<file path="src/rtl/pgx_pkg.sv">
// Shared types and entry-format constants for the page translation unit.
// Assumes 32-bit virtual and physical addresses, 16 kB base pages.
package pgx_pkg;
    localparam int VA_W   = 32;
    localparam int PA_W   = 32;
    localparam int VPN_W  = 18;   // va[31:14]
    localparam int FRM_W  = 18;   // pa[31:14]
    localparam int BIT_P  = 0;    // present
    localparam int BIT_W  = 1;    // writable
    localparam int BIT_U  = 2;    // user accessible
    localparam int BIT_BG = 7;    // directory entry: 256 kB pages

    typedef enum logic [1:0] {
        FLT_NONE = 2'd0,
        FLT_DIR  = 2'd1,
        FLT_TBL  = 2'd2,
        FLT_PRIV = 2'd3
    } fault_e;

    typedef enum logic [2:0] {
        ST_IDLE,
        ST_LOOK,
        ST_DIR_RQ,
        ST_DIR_WT,
        ST_TBL_RQ,
        ST_TBL_WT
    } walk_st_e;

    typedef struct packed {
        logic             vld;
        logic             big;
        logic             usr;
        logic             wr;
        logic [VPN_W-1:0] vpn;
        logic [FRM_W-1:0] frame;
    } tlb_ent_t;
endpackage

</file>
<file path="src/rtl/pgx_tlb.sv">
// Fully associative translation cache with context tags.
// Lookup is combinational; fill and flush take effect at the clock edge.
// A fill in the same cycle as a flush survives the flush.
// Assumes the walker only fills on a miss, so at most one entry matches.
module pgx_tlb
    import pgx_pkg::*;
#(
    parameter int CTX_W = 12,
    parameter int DEPTH = 8
) (
    input  logic                clk,
    input  logic                rst_n,
    input  logic [VA_W-1:0]     lk_vaddr,
    input  logic [CTX_W-1:0]    lk_ctx,
    output logic                lk_hit,
    output logic [PA_W-1:0]     lk_paddr,
    output logic                lk_user,
    output logic                lk_wr,
    input  logic                fill_en,
    input  logic [CTX_W-1:0]    fill_ctx,
    input  logic [VPN_W-1:0]    fill_vpn,
    input  logic                fill_big,
    input  logic                fill_user,
    input  logic                fill_wr,
    input  logic [FRM_W-1:0]    fill_frame,
    input  logic                flush_en,
    input  logic                flush_all,
    input  logic [CTX_W-1:0]    flush_ctx
);
    localparam int PTR_W = (DEPTH > 1) ? $clog2(DEPTH) : 1;

    tlb_ent_t          ents [DEPTH];
    logic [CTX_W-1:0]  ctxs [DEPTH];
    logic [DEPTH-1:0]  match;
    logic [PTR_W-1:0]  rr_ptr;
    logic [PTR_W-1:0]  rr_nxt;

    // Per-entry tag comparison; big entries compare only va[31:18].
    generate
        for (genvar g = 0; g < DEPTH; g++) begin : g_cmp
            logic tag_eq;
            assign tag_eq = ents[g].big ? (ents[g].vpn[VPN_W-1:4] == lk_vaddr[31:18])
                                        : (ents[g].vpn == lk_vaddr[31:14]);
            assign match[g] = ents[g].vld && tag_eq && (ctxs[g] == lk_ctx);
        end
    endgenerate

    // Merge the matching entry into the lookup result.
    always_comb begin
        lk_paddr = '0;
        lk_user  = 1'b0;
        lk_wr    = 1'b0;
        for (int i = 0; i < DEPTH; i++) begin
            if (match[i]) begin
                lk_paddr = lk_paddr | (ents[i].big ? {ents[i].frame[FRM_W-1:4], lk_vaddr[17:0]}
                                                   : {ents[i].frame, lk_vaddr[13:0]});
                lk_user  = lk_user | ents[i].usr;
                lk_wr    = lk_wr | ents[i].wr;
            end
        end
    end
    assign lk_hit = |match;

    // Next round-robin slot, wrapping at DEPTH.
    assign rr_nxt = (rr_ptr == PTR_W'(DEPTH - 1)) ? '0 : rr_ptr + 1'b1;

    // Entry storage: flush first, then the refill write.
    always_ff @(posedge clk) begin
        if (!rst_n) begin
            for (int i = 0; i < DEPTH; i++) begin
                ents[i] <= '0;
                ctxs[i] <= '0;
            end
            rr_ptr <= '0;
        end else begin
            if (flush_en) begin
                for (int i = 0; i < DEPTH; i++) begin
                    if (flush_all || (ctxs[i] == flush_ctx)) begin
                        ents[i].vld <= 1'b0;
                    end
                end
            end
            if (fill_en) begin
                ents[rr_ptr] <= '{vld: 1'b1, big: fill_big, usr: fill_user, wr: fill_wr,
                                  vpn: fill_vpn, frame: fill_frame};
                ctxs[rr_ptr] <= fill_ctx;
                rr_ptr       <= rr_nxt;
            end
        end
    end

    AST_SINGLE_MATCH: assert property (@(posedge clk) disable iff (!rst_n)
        $onehot0(match));

    AST_FLUSH_EMPTIES: assert property (@(posedge clk) disable iff (!rst_n)
        (flush_en && flush_all && !fill_en) |=> !lk_hit);
endmodule

</file>
<file path="src/rtl/pgx_perm.sv">
// Privilege and write-permission check against a cached translation.
// Purely combinational; assumes the entry fields are valid only on a hit.
module pgx_perm (
    input  logic req_user,
    input  logic req_write,
    input  logic ent_user,
    input  logic ent_wr,
    output logic deny
);
    // Deny user access to supervisor pages and writes to read-only pages.
    always_comb begin
        deny = (req_user && !ent_user) || (req_write && !ent_wr);
    end
endmodule

</file>
<file path="src/rtl/pgx_walker.sv">
// Request control and two-level table walk.
// Holds one request at a time, checks the cache, walks on a miss and
// refills the cache, then re-enters lookup so the permission check is
// always made against a cached entry. Assumes mem_rvalid only answers a
// previously issued mem_req and dir_base is stable.
module pgx_walker
    import pgx_pkg::*;
#(
    parameter int CTX_W = 12
) (
    input  logic                clk,
    input  logic                rst_n,
    input  logic                req_valid,
    output logic                req_ready,
    input  logic [VA_W-1:0]     req_vaddr,
    input  logic                req_user,
    input  logic                req_write,
    input  logic [CTX_W-1:0]    req_ctx,
    input  logic [PA_W-1:0]     dir_base,
    output logic                mem_req,
    output logic [PA_W-1:0]     mem_addr,
    input  logic                mem_rvalid,
    input  logic [31:0]         mem_rdata,
    output logic [VA_W-1:0]     lk_vaddr,
    output logic [CTX_W-1:0]    lk_ctx,
    output logic                lk_active,
    output logic                q_user,
    output logic                q_write,
    input  logic                lk_hit,
    input  logic [PA_W-1:0]     lk_paddr,
    input  logic                deny,
    output logic                fill_en,
    output logic [CTX_W-1:0]    fill_ctx,
    output logic [VPN_W-1:0]    fill_vpn,
    output logic                fill_big,
    output logic                fill_user,
    output logic                fill_wr,
    output logic [FRM_W-1:0]    fill_frame,
    output logic                rsp_valid,
    output logic                rsp_fault,
    output logic [1:0]          rsp_kind,
    output logic [PA_W-1:0]     rsp_paddr
);
    walk_st_e          st;
    logic [VA_W-1:0]   q_va;
    logic [CTX_W-1:0]  q_ctx;
    logic [FRM_W-1:0]  pde_base;
    logic              pde_big;
    logic              pde_usr;
    logic              pde_wr;
    logic              unused_bits;

    assign unused_bits = ^{dir_base[7:0], mem_rdata[13:3]};

    assign req_ready = (st == ST_IDLE);
    assign lk_active = (st == ST_LOOK);
    assign lk_vaddr  = q_va;
    assign lk_ctx    = q_ctx;
    assign mem_req   = (st == ST_DIR_RQ) || (st == ST_TBL_RQ);

    // Read address for the directory or the table word.
    always_comb begin
        if (st == ST_DIR_RQ) begin
            mem_addr = {dir_base[31:8], q_va[31:26], 2'b00};
        end else if (pde_big) begin
            mem_addr = {pde_base, 4'b0000, q_va[25:18], 2'b00};
        end else begin
            mem_addr = {pde_base, q_va[25:14], 2'b00};
        end
    end

    // Refill contents built from the held directory entry and the table word.
    always_comb begin
        fill_en    = (st == ST_TBL_WT) && mem_rvalid && mem_rdata[BIT_P];
        fill_ctx   = q_ctx;
        fill_vpn   = q_va[31:14];
        fill_big   = pde_big;
        fill_user  = pde_usr && mem_rdata[BIT_U];
        fill_wr    = pde_wr && mem_rdata[BIT_W];
        fill_frame = pde_big ? {pde_base[FRM_W-1:12], mem_rdata[25:18], 4'b0000}
                             : mem_rdata[31:14];
    end

    // Walk state, held request and captured directory entry.
    always_ff @(posedge clk) begin
        if (!rst_n) begin
            st       <= ST_IDLE;
            q_va     <= '0;
            q_ctx    <= '0;
            q_user   <= 1'b0;
            q_write  <= 1'b0;
            pde_base <= '0;
            pde_big  <= 1'b0;
            pde_usr  <= 1'b0;
            pde_wr   <= 1'b0;
        end else begin
            case (st)
                ST_IDLE: if (req_valid) begin
                    q_va    <= req_vaddr;
                    q_ctx   <= req_ctx;
                    q_user  <= req_user;
                    q_write <= req_write;
                    st      <= ST_LOOK;
                end
                ST_LOOK:   st <= lk_hit ? ST_IDLE : ST_DIR_RQ;
                ST_DIR_RQ: st <= ST_DIR_WT;
                ST_DIR_WT: if (mem_rvalid) begin
                    pde_base <= mem_rdata[31:14];
                    pde_big  <= mem_rdata[BIT_BG];
                    pde_usr  <= mem_rdata[BIT_U];
                    pde_wr   <= mem_rdata[BIT_W];
                    st       <= mem_rdata[BIT_P] ? ST_TBL_RQ : ST_IDLE;
                end
                ST_TBL_RQ: st <= ST_TBL_WT;
                ST_TBL_WT: if (mem_rvalid) begin
                    st <= mem_rdata[BIT_P] ? ST_LOOK : ST_IDLE;
                end
                default:   st <= ST_IDLE;
            endcase
        end
    end

    // Response pulse: hit result, privilege fault or walk fault.
    always_ff @(posedge clk) begin
        if (!rst_n) begin
            rsp_valid <= 1'b0;
            rsp_fault <= 1'b0;
            rsp_kind  <= FLT_NONE;
            rsp_paddr <= '0;
        end else begin
            rsp_valid <= 1'b0;
            if (st == ST_LOOK && lk_hit) begin
                rsp_valid <= 1'b1;
                rsp_fault <= deny;
                rsp_kind  <= deny ? FLT_PRIV : FLT_NONE;
                rsp_paddr <= deny ? '0 : lk_paddr;
            end else if (st == ST_DIR_WT && mem_rvalid && !mem_rdata[BIT_P]) begin
                rsp_valid <= 1'b1;
                rsp_fault <= 1'b1;
                rsp_kind  <= FLT_DIR;
                rsp_paddr <= '0;
            end else if (st == ST_TBL_WT && mem_rvalid && !mem_rdata[BIT_P]) begin
                rsp_valid <= 1'b1;
                rsp_fault <= 1'b1;
                rsp_kind  <= FLT_TBL;
                rsp_paddr <= '0;
            end
        end
    end

    AST_ACCEPT_BLOCKS: assert property (@(posedge clk) disable iff (!rst_n)
        (req_valid && req_ready) |=> !req_ready);

    AST_READ_SPACING: assert property (@(posedge clk) disable iff (!rst_n)
        mem_req |=> !mem_req);

    AST_FAULT_ZERO_PA: assert property (@(posedge clk) disable iff (!rst_n)
        (rsp_valid && rsp_fault) |-> (rsp_paddr == '0 && rsp_kind != FLT_NONE));
endmodule

</file>
<file path="src/rtl/pgx_mmu.sv">
// Top of the two-level page translation unit: walker, translation cache
// and permission check. Assumes a single requester and a memory port that
// answers each read strobe with exactly one mem_rvalid pulse.
module pgx_mmu
    import pgx_pkg::*;
#(
    parameter int CTX_W     = 12,
    parameter int TLB_DEPTH = 8
) (
    input  logic              clk,
    input  logic              rst_n,
    input  logic              req_valid,
    output logic              req_ready,
    input  logic [31:0]       req_vaddr,
    input  logic              req_user,
    input  logic              req_write,
    input  logic [CTX_W-1:0]  req_ctx,
    input  logic [31:0]       dir_base,
    input  logic              flush_valid,
    input  logic              flush_all,
    input  logic [CTX_W-1:0]  flush_ctx,
    output logic              mem_req,
    output logic [31:0]       mem_addr,
    input  logic              mem_rvalid,
    input  logic [31:0]       mem_rdata,
    output logic              rsp_valid,
    output logic              rsp_fault,
    output logic [1:0]        rsp_kind,
    output logic [31:0]       rsp_paddr
);
    logic [VA_W-1:0]   lk_vaddr;
    logic [CTX_W-1:0]  lk_ctx;
    logic              lk_active;
    logic              lk_hit;
    logic [PA_W-1:0]   lk_paddr;
    logic              lk_user;
    logic              lk_wr;
    logic              q_user;
    logic              q_write;
    logic              deny;
    logic              fill_en;
    logic [CTX_W-1:0]  fill_ctx;
    logic [VPN_W-1:0]  fill_vpn;
    logic              fill_big;
    logic              fill_user;
    logic              fill_wr;
    logic [FRM_W-1:0]  fill_frame;

    pgx_walker #(.CTX_W(CTX_W)) u_walker (
        .clk(clk), .rst_n(rst_n),
        .req_valid(req_valid), .req_ready(req_ready), .req_vaddr(req_vaddr),
        .req_user(req_user), .req_write(req_write), .req_ctx(req_ctx),
        .dir_base(dir_base),
        .mem_req(mem_req), .mem_addr(mem_addr), .mem_rvalid(mem_rvalid), .mem_rdata(mem_rdata),
        .lk_vaddr(lk_vaddr), .lk_ctx(lk_ctx), .lk_active(lk_active),
        .q_user(q_user), .q_write(q_write),
        .lk_hit(lk_hit), .lk_paddr(lk_paddr), .deny(deny),
        .fill_en(fill_en), .fill_ctx(fill_ctx), .fill_vpn(fill_vpn), .fill_big(fill_big),
        .fill_user(fill_user), .fill_wr(fill_wr), .fill_frame(fill_frame),
        .rsp_valid(rsp_valid), .rsp_fault(rsp_fault), .rsp_kind(rsp_kind), .rsp_paddr(rsp_paddr)
    );

    pgx_tlb #(.CTX_W(CTX_W), .DEPTH(TLB_DEPTH)) u_tlb (
        .clk(clk), .rst_n(rst_n),
        .lk_vaddr(lk_vaddr), .lk_ctx(lk_ctx),
        .lk_hit(lk_hit), .lk_paddr(lk_paddr), .lk_user(lk_user), .lk_wr(lk_wr),
        .fill_en(fill_en), .fill_ctx(fill_ctx), .fill_vpn(fill_vpn), .fill_big(fill_big),
        .fill_user(fill_user), .fill_wr(fill_wr), .fill_frame(fill_frame),
        .flush_en(flush_valid), .flush_all(flush_all), .flush_ctx(flush_ctx)
    );

    pgx_perm u_perm (
        .req_user(q_user), .req_write(q_write),
        .ent_user(lk_user), .ent_wr(lk_wr),
        .deny(deny)
    );

    AST_REFILL_HITS: assert property (@(posedge clk) disable iff (!rst_n)
        fill_en |=> (lk_active && lk_hit));

    AST_USER_DENIED: assert property (@(posedge clk) disable iff (!rst_n)
        (lk_active && lk_hit && q_user && !lk_user) |=> (rsp_valid && rsp_kind == 2'd3));
endmodule

</file>
<file path="config.mk">
export PLATFORM = sky130hd
export DESIGN_NAME = pgx_mmu
export DESIGN_NICKNAME = d
export VERILOG_FILES = /design/src/rtl/pgx_pkg.sv /design/src/rtl/pgx_tlb.sv /design/src/rtl/pgx_perm.sv /design/src/rtl/pgx_walker.sv /design/src/rtl/pgx_mmu.sv
export SDC_FILE = /design/constraint.sdc
export NUM_CORES = 1
export LEC_CHECK = 0
export BUFFER_PORTS_ARGS = -buffer_cell sky130_fd_sc_hd__buf_2
export CORE_MARGIN = 2
export CORE_UTILIZATION = 35
export DETAILED_ROUTE_END_ITERATION = 10
export GPL_TIMING_DRIVEN = 0
export SYNTH_ARGS = -nofsm -noshare
export SYNTH_HDL_FRONTEND = slang
export SYNTH_SLANG_ARGS = --single-unit
export TNS_END_PERCENT = 10
</file>
<file path="constraint.sdc">
create_clock -name clk -period 10.1 [get_ports clk]
set_clock_uncertainty 0.15 [all_clocks]
set_input_delay 0 -clock clk [delete_from_list [all_inputs] [get_ports clk]]
set_output_delay 0 -clock clk [all_outputs]
set_load 0.02 [all_outputs]
</file>
## Word level (Yosys, flattened, before mapping)

Memory sizes are Yosys's and may differ from the RTL's.
Index checks and enable logic that the tools add are counted.

| storage, ports and cells | value |
|---|---|
| register bits | 109 |
| latch bits | 0 |
| RAM bits | 416 |
| ROM bits | 0 |
| input port bits | 128 |
| output and inout bits | 70 |
| word-level logic and storage cells | 245 |
| memories kept | 2 |

Memories:

| name | depth | width | rd ports | clocked after Yosys merged registers in | write ports | RTL line | source |
|---|---|---|---|---|---|---|---|
| u_tlb.ents | 8 | 40 | 8 | 0 | 9 | pgx_tlb.sv:32 | `tlb_ent_t ents [DEPTH];` |
| u_tlb.ctxs | 8 | 12 | 8 | 0 | 8 | pgx_tlb.sv:33 | `logic [CTX_W-1:0] ctxs [DEPTH];` |

| cells by class | value |
|---|---|
| add/sub/neg operators | 1 |
| multipliers | 0 |
| divide/modulo/power cells | 0 |
| $lt $le $gt $ge | 0 |
| equal/unequal tests | 41 |
| shift operators | 0 |
| multiplexer cells | 112 |
| bitwise gates (word level) | 29 |
| reduce and logical (&&, ||, !) cells | 46 |

Operators by type and width:

| cell | count |
|---|---|
| $mux W32 | 13 |
| $or A32 B32 Y32 | 7 |
| $eq A12 B12 Y1 | 16 |
| $mux W18 | 9 |
| $eq A18 B18 Y1 | 8 |
| $eq A14 B14 Y1 | 8 |
| $mux W1 | 76 |
| $logic_and A1 B1 Y1 | 26 |
| $or A1 B1 Y1 | 22 |
| $mux W3 | 6 |
| $pmux W3 S6 | 1 |
| $mux W14 | 1 |
| $mux W12 | 1 |
| $reduce_or A12 Y1 | 1 |
| $logic_or A1 B1 Y1 | 10 |
| $mux W2 | 5 |
| $eq A3 B3 Y1 const B | 3 |
| $reduce_or A8 Y1 | 1 |
| $eq A3 B2 Y1 const B | 2 |
| $ne A2 B2 Y1 const B | 3 |
| $reduce_and A2 Y1 | 2 |
| $add A3 B1 Y3 const B | 1 |
| $eq A3 B1 Y1 const B | 1 |
| $logic_not A1 Y1 | 3 |
| other kinds (3) | 3 |

## Longest topological paths before layout

Gate-level depths: netlist (run 1).
An unclocked memory read counts as a cell.

| logic depth | value |
|---|---|
| depth after elaboration | 25 |
| depth in mapped cells | 12 |
| mapped depth without buffers | 8 |

## Cells and area by module

Synthesis (run 1) repeated with hierarchy kept, for this count alone.

| second synthesis, totals | value |
|---|---|
| cell total of the unflattened synthesis | 2186 |
| area, all modules | 25821.0 um^2 |

By module, submodules not included:

| module | instances | cells each | area an instance (um^2) |
|---|---|---|---|
| pgx_tlb | 1 | 1656 | 21161.5 |
| pgx_walker | 1 | 527 | 4639.4 |
| pgx_perm | 1 | 3 | 20.0 |

## Worst setup path before layout (run 1)

No wires, ideal clock.

| path | value |
|---|---|
| path kind | register to register |
| from | register u_walker.st[2] |
| to | memory u_tlb.ctxs[0][0], enable pin |
| library setup time | 0.410 ns |
| arrival time | 3.174 ns |
| required time | 9.540 ns |
| setup slack | 6.366 ns |
| stages on the path, launching flop included | 9 |
| path buffers | 3 |
| cell sequence | dfxtp_1 -> clkbuf_1 -> nor2b_1 -> nand4_1 -> or3_1 -> or3_1 -> clkbuf_1 -> clkbuf_1 -> nand2_1 |

RTL lines:

| item | RTL line | source |
|---|---|---|
| start, declared | pgx_walker.sv:44 | `walk_st_e st;` |
| start signal, assigned | pgx_walker.sv:105 | `ST_LOOK: st <= lk_hit ? ST_IDLE : ST_DIR_RQ;` |
| start signal, assigned | pgx_walker.sv:112 | `st <= mem_rdata[BIT_P] ? ST_TBL_RQ : ST_IDLE;` |
| start signal, assigned | pgx_walker.sv:116 | `st <= mem_rdata[BIT_P] ? ST_LOOK : ST_IDLE;` |
| end, declared | pgx_tlb.sv:33 |  |

==> out/qor.yml, run 1 <==
cells_and_area:
  mostFrequentLayoutCells: "408 x edfxtp_1, 316 x xnor2_1, 200 x buf_2"
  drive_above_1_share_pct: 14.6
  nNetsFinal: 2707
  layout_commonest_cell: "edfxtp_1"
  instances_no_fill: 3581
  fin_area_mm2: 0.0306
  area_growth_pct: 19.4
  fin_util_pct: 42.0
global_routing:
  grt_pass1_wl_mm: 131
  use_met3_pct: 4.04
  antenna_found_initial: 0
  first_global_vias: 19020
  busiest_layer: "met2"
  met1_usage_pct: 32.9
  grt_overflow: 0
  use_met2_pct: 37.6
  grt_use_total_pct: 24.0
  grt_start_max_net_pins: 52
floorplanning:
  io_pins: 198
  initial_core_util_pct: 35.2
  core_area_mm2: 0.0727
  die_y_um: 274
  die_w_um: 274
  rows: 99
  dieArea_mm2: 0.0753
yosys:
  synth_seq_cells: 525
  ys_types: 65
  async_flop_share_pct: 0
  synth_edf_count: 408
  syn_area_mm2: 0.0256
  muxShareOfSynthArea_pct: 2.75
  synth_top_family_by_area: "simple AND/OR/NAND/NOR gates"
  synth_simple_gate_area_share_pct: 18.5
  synth_xor_area_share_pct: 11.5
  netlist_instances: 2255
  synth_fa_ha_area_share_pct: 0.0978
  synth-seq-area-share_pct: 57.0
  synth-compound-area-share_pct: 6.63
  avgSynthCellArea_um2: 11.4
  synth_top_flop_cell: "edfxtp_1"
  yosysWarnings: 0
timing:
  maxSlewViolCount: 0
  tightest_slew_ns: 1.46
  setup-tns-final_ns: 0
  post-route-min-period_ns: 4.42
  clock.fmax_mhz: 226
  min_period_over_period_pct: 43.8
  finalHoldViolCount: 0
  slew_headroom_pct: 2.18
  rsz0062_at_grt: "false"
  setup_viol: 0
routing:
  drtIter0Drc: 2322
  vias: 19810
  wirelength_mm: 92.5
  viasPerCell: 5.53
  detail_route.wl_per_cell_um: 25.8
  ant_nets: 0
  dr.pass1.iters: 6
  drc: 0
job:
  drv_cap: 0
outcome:
  status: "completed"
setup_path:
  crit_top_cell: "clkbuf_1"
  path_buf_inv: 2
  cp_top_family: "simple AND/OR/NAND/NOR gates"
  critPathSlowestCell: "nand2_4"
  cp.arrival_ns: 4.51
  cp.required_ns: 10.19
  crit_chain: "clkbuf_1 > nor2b_1 > nand4_1 > nor3_1 > nand3_1 > clkbuf_1 > nand2_4"
  start_kind: "flip-flop"
  max_stage_delay_ns: 0.86
  cp_max_fo: 51
  worstSetupEndpointType: "flip-flop"
  critPathKind: "reg -> reg"
clocking:
  clkTransAtPathRegs_ns: 0.06
  hold_buffers: 98
  post_cts_buffers: 0
  cts_buffers: 53
  clock_sinks: 525
  cts_buffer_depth: 3
  ctsRootBufferMaster: "clkbuf_16"
  cts-resized-gates: 0
  htreeDepth: 2
  cts_tree: "yes"
  clk_latency_ns: 0.63
place:
  postPlaceCellArea_mm2: 0.0277
  gp_congestion: 1.04
  port-buffer-count: 165
  dp_hpwl_mm: 66.0
  place_inst: 3383
pwr:
  p_total_mw: 5.16
  powerDensity_mw_per_mm2: 169
  ir_drop_mv: 0.125
  p_leak_nw: 11.3
worst_hold_path:
  hold_path.class: "in -> reg"
==> flip-flops by register name, indices dropped and copies added (netlist names), 2 cells and up <==
signal              flops
u_tlb.ents            320
u_tlb.ctxs             96
u_walker.lk_vaddr      32
u_walker.rsp_paddr     32
u_walker.pde_base      18
u_walker.fill_ctx      12
u_tlb.rr_ptr            3
u_walker.st             3
u_walker.rsp_kind       2
==> tightest hold or removal path, stage by stage <==
cell	delay, ns
dlygate4sd3_1	0.53
buf_2	0.12
nand2_1	0.05
a21oi_1	0.05
==> synth_stat cells (all sizes together), types with 29 or more instances <==
cell    instances  area [µm²]
edfxtp        408       12300
xnor2         317        2780
nand2         190         713
and3          155         976
and2          152         951
nor2          131         492
clkbuf        129         484
dfxtp         117        2340
nand4         105         657
a21oi          74         370
buf            65         380
nand3          63         315
mux2           50         563
a22oi          42         320
a22o           33         303
nor3           29         145
==> power by group <==
group / switching [mW] / total (mW) / internal (mW) / leakage (nW)
logic: 0.384 / 0.584 / 0.199 / 5.38
clock network: 0.892 / 2.12 / 1.23 / 0.917
registers: 0.0492 / 2.45 / 2.40 / 5.03
==> final timing paths <==
check / start / to / slack [ns] / cells after the start
setup reg to reg: u_walker.st[2] / u_tlb.ents[6][20] / 5.68 / 7
setup / recovery: u_walker.st[2] / u_tlb.ents[6][20] / 5.68 / 7
hold / removal: req_vaddr[4] / u_walker.lk_vaddr[4] / 0.02 / 4
hold reg to reg: u_walker.lk_vaddr[0] / u_walker.lk_vaddr[0] / 0.31 / 2
==> kinds of logic after synthesis <==
kind of cell	after synthesis
AO/OA/AOI/OAI	233
XOR/XNOR	334
adder cells (fa/ha/maj)	2
buffers and inverters	203
flip-flops	525
multiplexers	64
other	1
AND/OR/NAND/NOR	893
==> per-stage QoR <==
stage | hold slack, ns | worst slack, ns
2_1_floorplan | -0.0140 | 6.37
3_3_place_gp | 0.0927 | 4.51
3_5_place_dp | 0.0970 | 5.88
4_1_cts | 0.00270 | 5.86
5_1_grt | 0.0277 | 5.51
6_report | 0.0233 | 5.68
==> per-layer routing <==
metal | wire, µm | vias to the layer above
met1 | 38200 | 9849
met5 | 0 | -
met3 | 8420 | 173
met4 | 3950 | 0
met2 | 42000 | 1081
li1 | - | 8707
==> layout make-up <==
class                           instances  area, µm²
Antenna cell                            1       2.50
Buffer                                194        865
Clock buffer                           73       1550
Clock inverter                         26        300
Fill cell                            6793      42200
Inverter                                9       33.8
Multi-Input combinational cell       1528      10200
Sequential cell                       525      14600
Tap cell                              959       1200
Timing Repair Buffer                  266       1840
Note: power is estimated with default switching activity, not from simulation.
==> run 2, diff against run 1 <==
ABC_AREA = 1   (was default)
clock period = 3.77 ns   (was 10.1 ns; I/O delays follow)
==> out/qor.yml, run 2 <==
floorplanning:
  core_area_mm2: 0.0803  # was 0.0727 mm²
  rows: 104  # was 99
  initial_core_util_pct: 35.2  # about the same
  die_y_um: 288  # was 274 µm
  dieArea_mm2: 0.0831  # was 0.0753 mm²
  io_pins: 198  # unchanged
  die_w_um: 288  # was 274 µm
yosys:
  synth_edf_count: 408  # unchanged
  synthTopCellsByArea: "edfxtp_1 43%, nand2_1 13%, nor2_1 9.3%"  # was edfxtp_1 48%, xnor2_1 11%, dfxtp_1 9.2%
  yosysTopAreaCellShare_pct: 43.3  # was 47.9%
  synth_common_cells: "990 x nand2_1, 699 x nor2_1, 408 x edfxtp_1"  # was 408 x edfxtp_1, 316 x xnor2_1, 190 x nand2_1
  synth_top_flop_cell: "edfxtp_1"  # unchanged
  netlist_instances: 3587  # was 2255
  synth_top_cell_by_area: "edfxtp_1"  # unchanged
  synth-seq-area-share_pct: 51.6  # was 57.0%
  yosysWarnings: 0  # unchanged
  syn_area_mm2: 0.0283  # was 0.0256 mm²
  avgSynthCellArea_um2: 7.88  # was 11.4 µm²
  ys_types: 51  # was 65
  synth_most_common_cell: "nand2_1"  # was edfxtp_1
  async_flop_share_pct: 0  # unchanged
  synth_seq_cells: 525  # unchanged
routing:
  dr.pass1.iters: 8  # was 6
  drtIter0Drc: 3400  # was 2322
  ant_nets: 0  # unchanged
  drc: 0  # unchanged
  viasPerCell: 5.33  # was 5.53
  vias: 26840  # was 19810
  detail_route.wl_per_cell_um: 23.6  # was 25.8 µm
  wirelength_mm: 119  # was 92.5 mm
clocking:
  cts_tree: "yes"  # unchanged
  clock_sinks: 525  # unchanged
  clk_latency_ns: 0.67  # was 0.63 ns
  clkTransAtPathRegs_ns: 0.06  # about the same
  post_cts_buffers: 0  # unchanged
  cts_buffers: 59  # was 53
  cts_buffer_depth: 3  # unchanged
  ctsRootBufferMaster: "clkbuf_16"  # unchanged
  htreeDepth: 2  # unchanged
timing:
  rsz0062_at_grt: "true"  # was false
  finalHoldViolCount: 0  # unchanged
  slew_headroom_pct: 5.28  # was 2.18%
  min_period_over_period_pct: 101  # was 43.8%
  post-route-min-period_ns: 3.82  # was 4.42 ns
  tightest_slew_ns: 1.42  # was 1.46 ns
  setup_ws_ns: -0.0527  # was 5.68 ns
  clock.fmax_mhz: 262  # was 226 MHz
  maxSlewViolCount: 0  # unchanged
  setup_viol: 1  # was 0
cells_and_area:
  fin_util_pct: 42.1  # was 42.0%
  top_regs: "u_tlb.ents: 320 flops, u_tlb.ctxs: 96 flops"  # unchanged
  layout_commonest_cell: "nand2_1"  # was edfxtp_1
  fin_area_mm2: 0.0338  # was 0.0306 mm²
  nNetsFinal: 4056  # was 2707
  nFillCells: 8120  # was 6793
  mostFrequentLayoutCells: "978 x nand2_1, 699 x nor2_1, 408 x edfxtp_1"  # was 408 x edfxtp_1, 316 x xnor2_1, 200 x buf_2
  instances_no_fill: 5038  # was 3581
  top_register: "u_tlb.ents"  # unchanged
  drive_above_1_share_pct: 10.8  # was 14.6%
  largest_register_ffs: 320  # unchanged
  area_growth_pct: 19.7  # was 19.4%
setup_path:
  start_kind: "flip-flop"  # unchanged
  cp.required_ns: 4.23  # was 10.19 ns
  cp_max_fo: 10  # was 51
  cp.arrival_ns: 4.28  # was 4.51 ns
  critPathKind: "reg -> reg"  # unchanged
  worstSetupEndpointType: "flip-flop"  # unchanged
global_routing:
  first_global_vias: 24805  # was 19020
  grt_pass1_wl_mm: 167  # was 131 mm
  grt_use_total_pct: 28.1  # was 24.0%
  antenna_found_initial: 2  # was 0
  grt_overflow: 0  # unchanged
  grt_start_max_net_pins: 52  # unchanged
worst_hold_path:
  hold_path.class: "in -> reg"  # unchanged
place:
  postPlaceCellArea_mm2: 0.0306  # was 0.0277 mm²
  port-buffer-count: 165  # unchanged
  place_inst: 4817  # was 3383
  gp_congestion: 1.02  # was 1.04
  dp_hpwl_mm: 86.8  # was 66.0 mm
  dp_slack_ns: 0.0264  # was 5.88 ns
outcome:
  violations: "setup timing"
  status: "finished with violations"  # was completed
pwr:
  ir_drop_mv: 0.370  # was 0.125 mV
  powerDensity_mw_per_mm2: 461  # was 169 mW/mm²
  p_leak_nw: 14.6  # was 11.3 nW
job:
  drv_cap: 0  # unchanged
==> run 2: changes by cell type in the layout (fill, tap and decap cells not counted), sizes merged, moves of 34 or more <==
cell and delta:
nor2 +586, mux2 -42, a21oi +74, xor2 +34, inv +343, nand2 +807, xnor2 -227, o21ai +115
and2 -150, nand3 +166, and3 -155, a22oi -42
==> run 2: cells by family (layout without fill, tap and decap cells) <==
logic type      Yosys count  after routing  share of synthesized area (%)
xor+xnor                141            141                           4.37
fa+ha+maj                 2              2                         0.0885
buf+inv                 542            931                           7.94
flops                   525            525                           51.6
other cells               1              3                         0.0133
compound gates          308            308                           5.70
simple gates           2057           2057                           29.8
mux                      11             11                          0.425
==> run 2: final timing paths <==
| check | slack, ns | depth (start not counted) | to | start |
|---|---|---|---|---|
| hold / removal | 0.04 | 4 | u_walker.lk_vaddr[27] | req_vaddr[27] |
| hold reg to reg | 0.30 | 2 | u_walker.lk_vaddr[3] | u_walker.lk_vaddr[3] |
| setup reg to reg | -0.05 | 15 | u_walker.rsp_paddr[16] | u_walker.fill_ctx[10] |
| setup / recovery | -0.05 | 15 | u_walker.rsp_paddr[16] | u_walker.fill_ctx[10] |
==> run 2: through the flow <==
step                      setup TNS, ns  power, mW  hold WS, ns
after floorplan                       0       8.23      -0.0151
after global placement          -539.97       9.34       0.0899
after detailed placement              0       9.35        0.103
after CTS                       -0.0334       15.5       0.0240
after global routing             -0.316       16.0       0.0510
final                           -0.0527       15.6       0.0414
==> run 2: critical path, cell delays in order (launching register included) <==
cell and delay (ns):
dfxtp_1 0.30, buf_4 0.18, inv_2 0.14, nand2_1 0.07, nand2_1 0.21, nand3_1 0.11
nor2_1 0.30, nand3_1 0.14, nor2_2 0.84, buf_2 0.43, nand3_1 0.25, o21ai_0 0.14
nor2_1 0.09, nand2_1 0.16, nand4_1 0.14, a21oi_1 0.13
==> run 2: power by group <==
part	total, mW	internal (mW)	switching, mW
logic	2.83	0.777	2.06
registers	6.59	6.45	0.148
clock network	6.17	3.59	2.57
==> run 2: layer usage <==
metal	GRT usage, %	vias to the layer above	routed length (µm)
met2	45.2	1502	54300
met1	36.6	12843	46600
met4	14.2	0	6580
met3	4.83	297	11700
li1	-	12198	-
met5	0	-	0
==> run 2: layout make-up <==
cell class	instances	area (µm²)	area share, %
multi-input combinational	2521	11600	34.2
tap	1060	1330	3.92
sequential	525	14600	43.1
inverter	360	1360	4.02
clock inverter	16	220	0.651
timing repair buffer	279	2030	6.00
clock buffer	96	1860	5.50
buffer	180	880	2.60
antenna	1	2.50	0.00740
==> run 2: timing repair <==
item	in CTS	in global routing
gates cloned	0	0
pin swaps	0	2
endpoints found under the hold margin	261	0
hold buffers	110	0
endpoints found under the setup margin	11	379
resized for setup	0	15
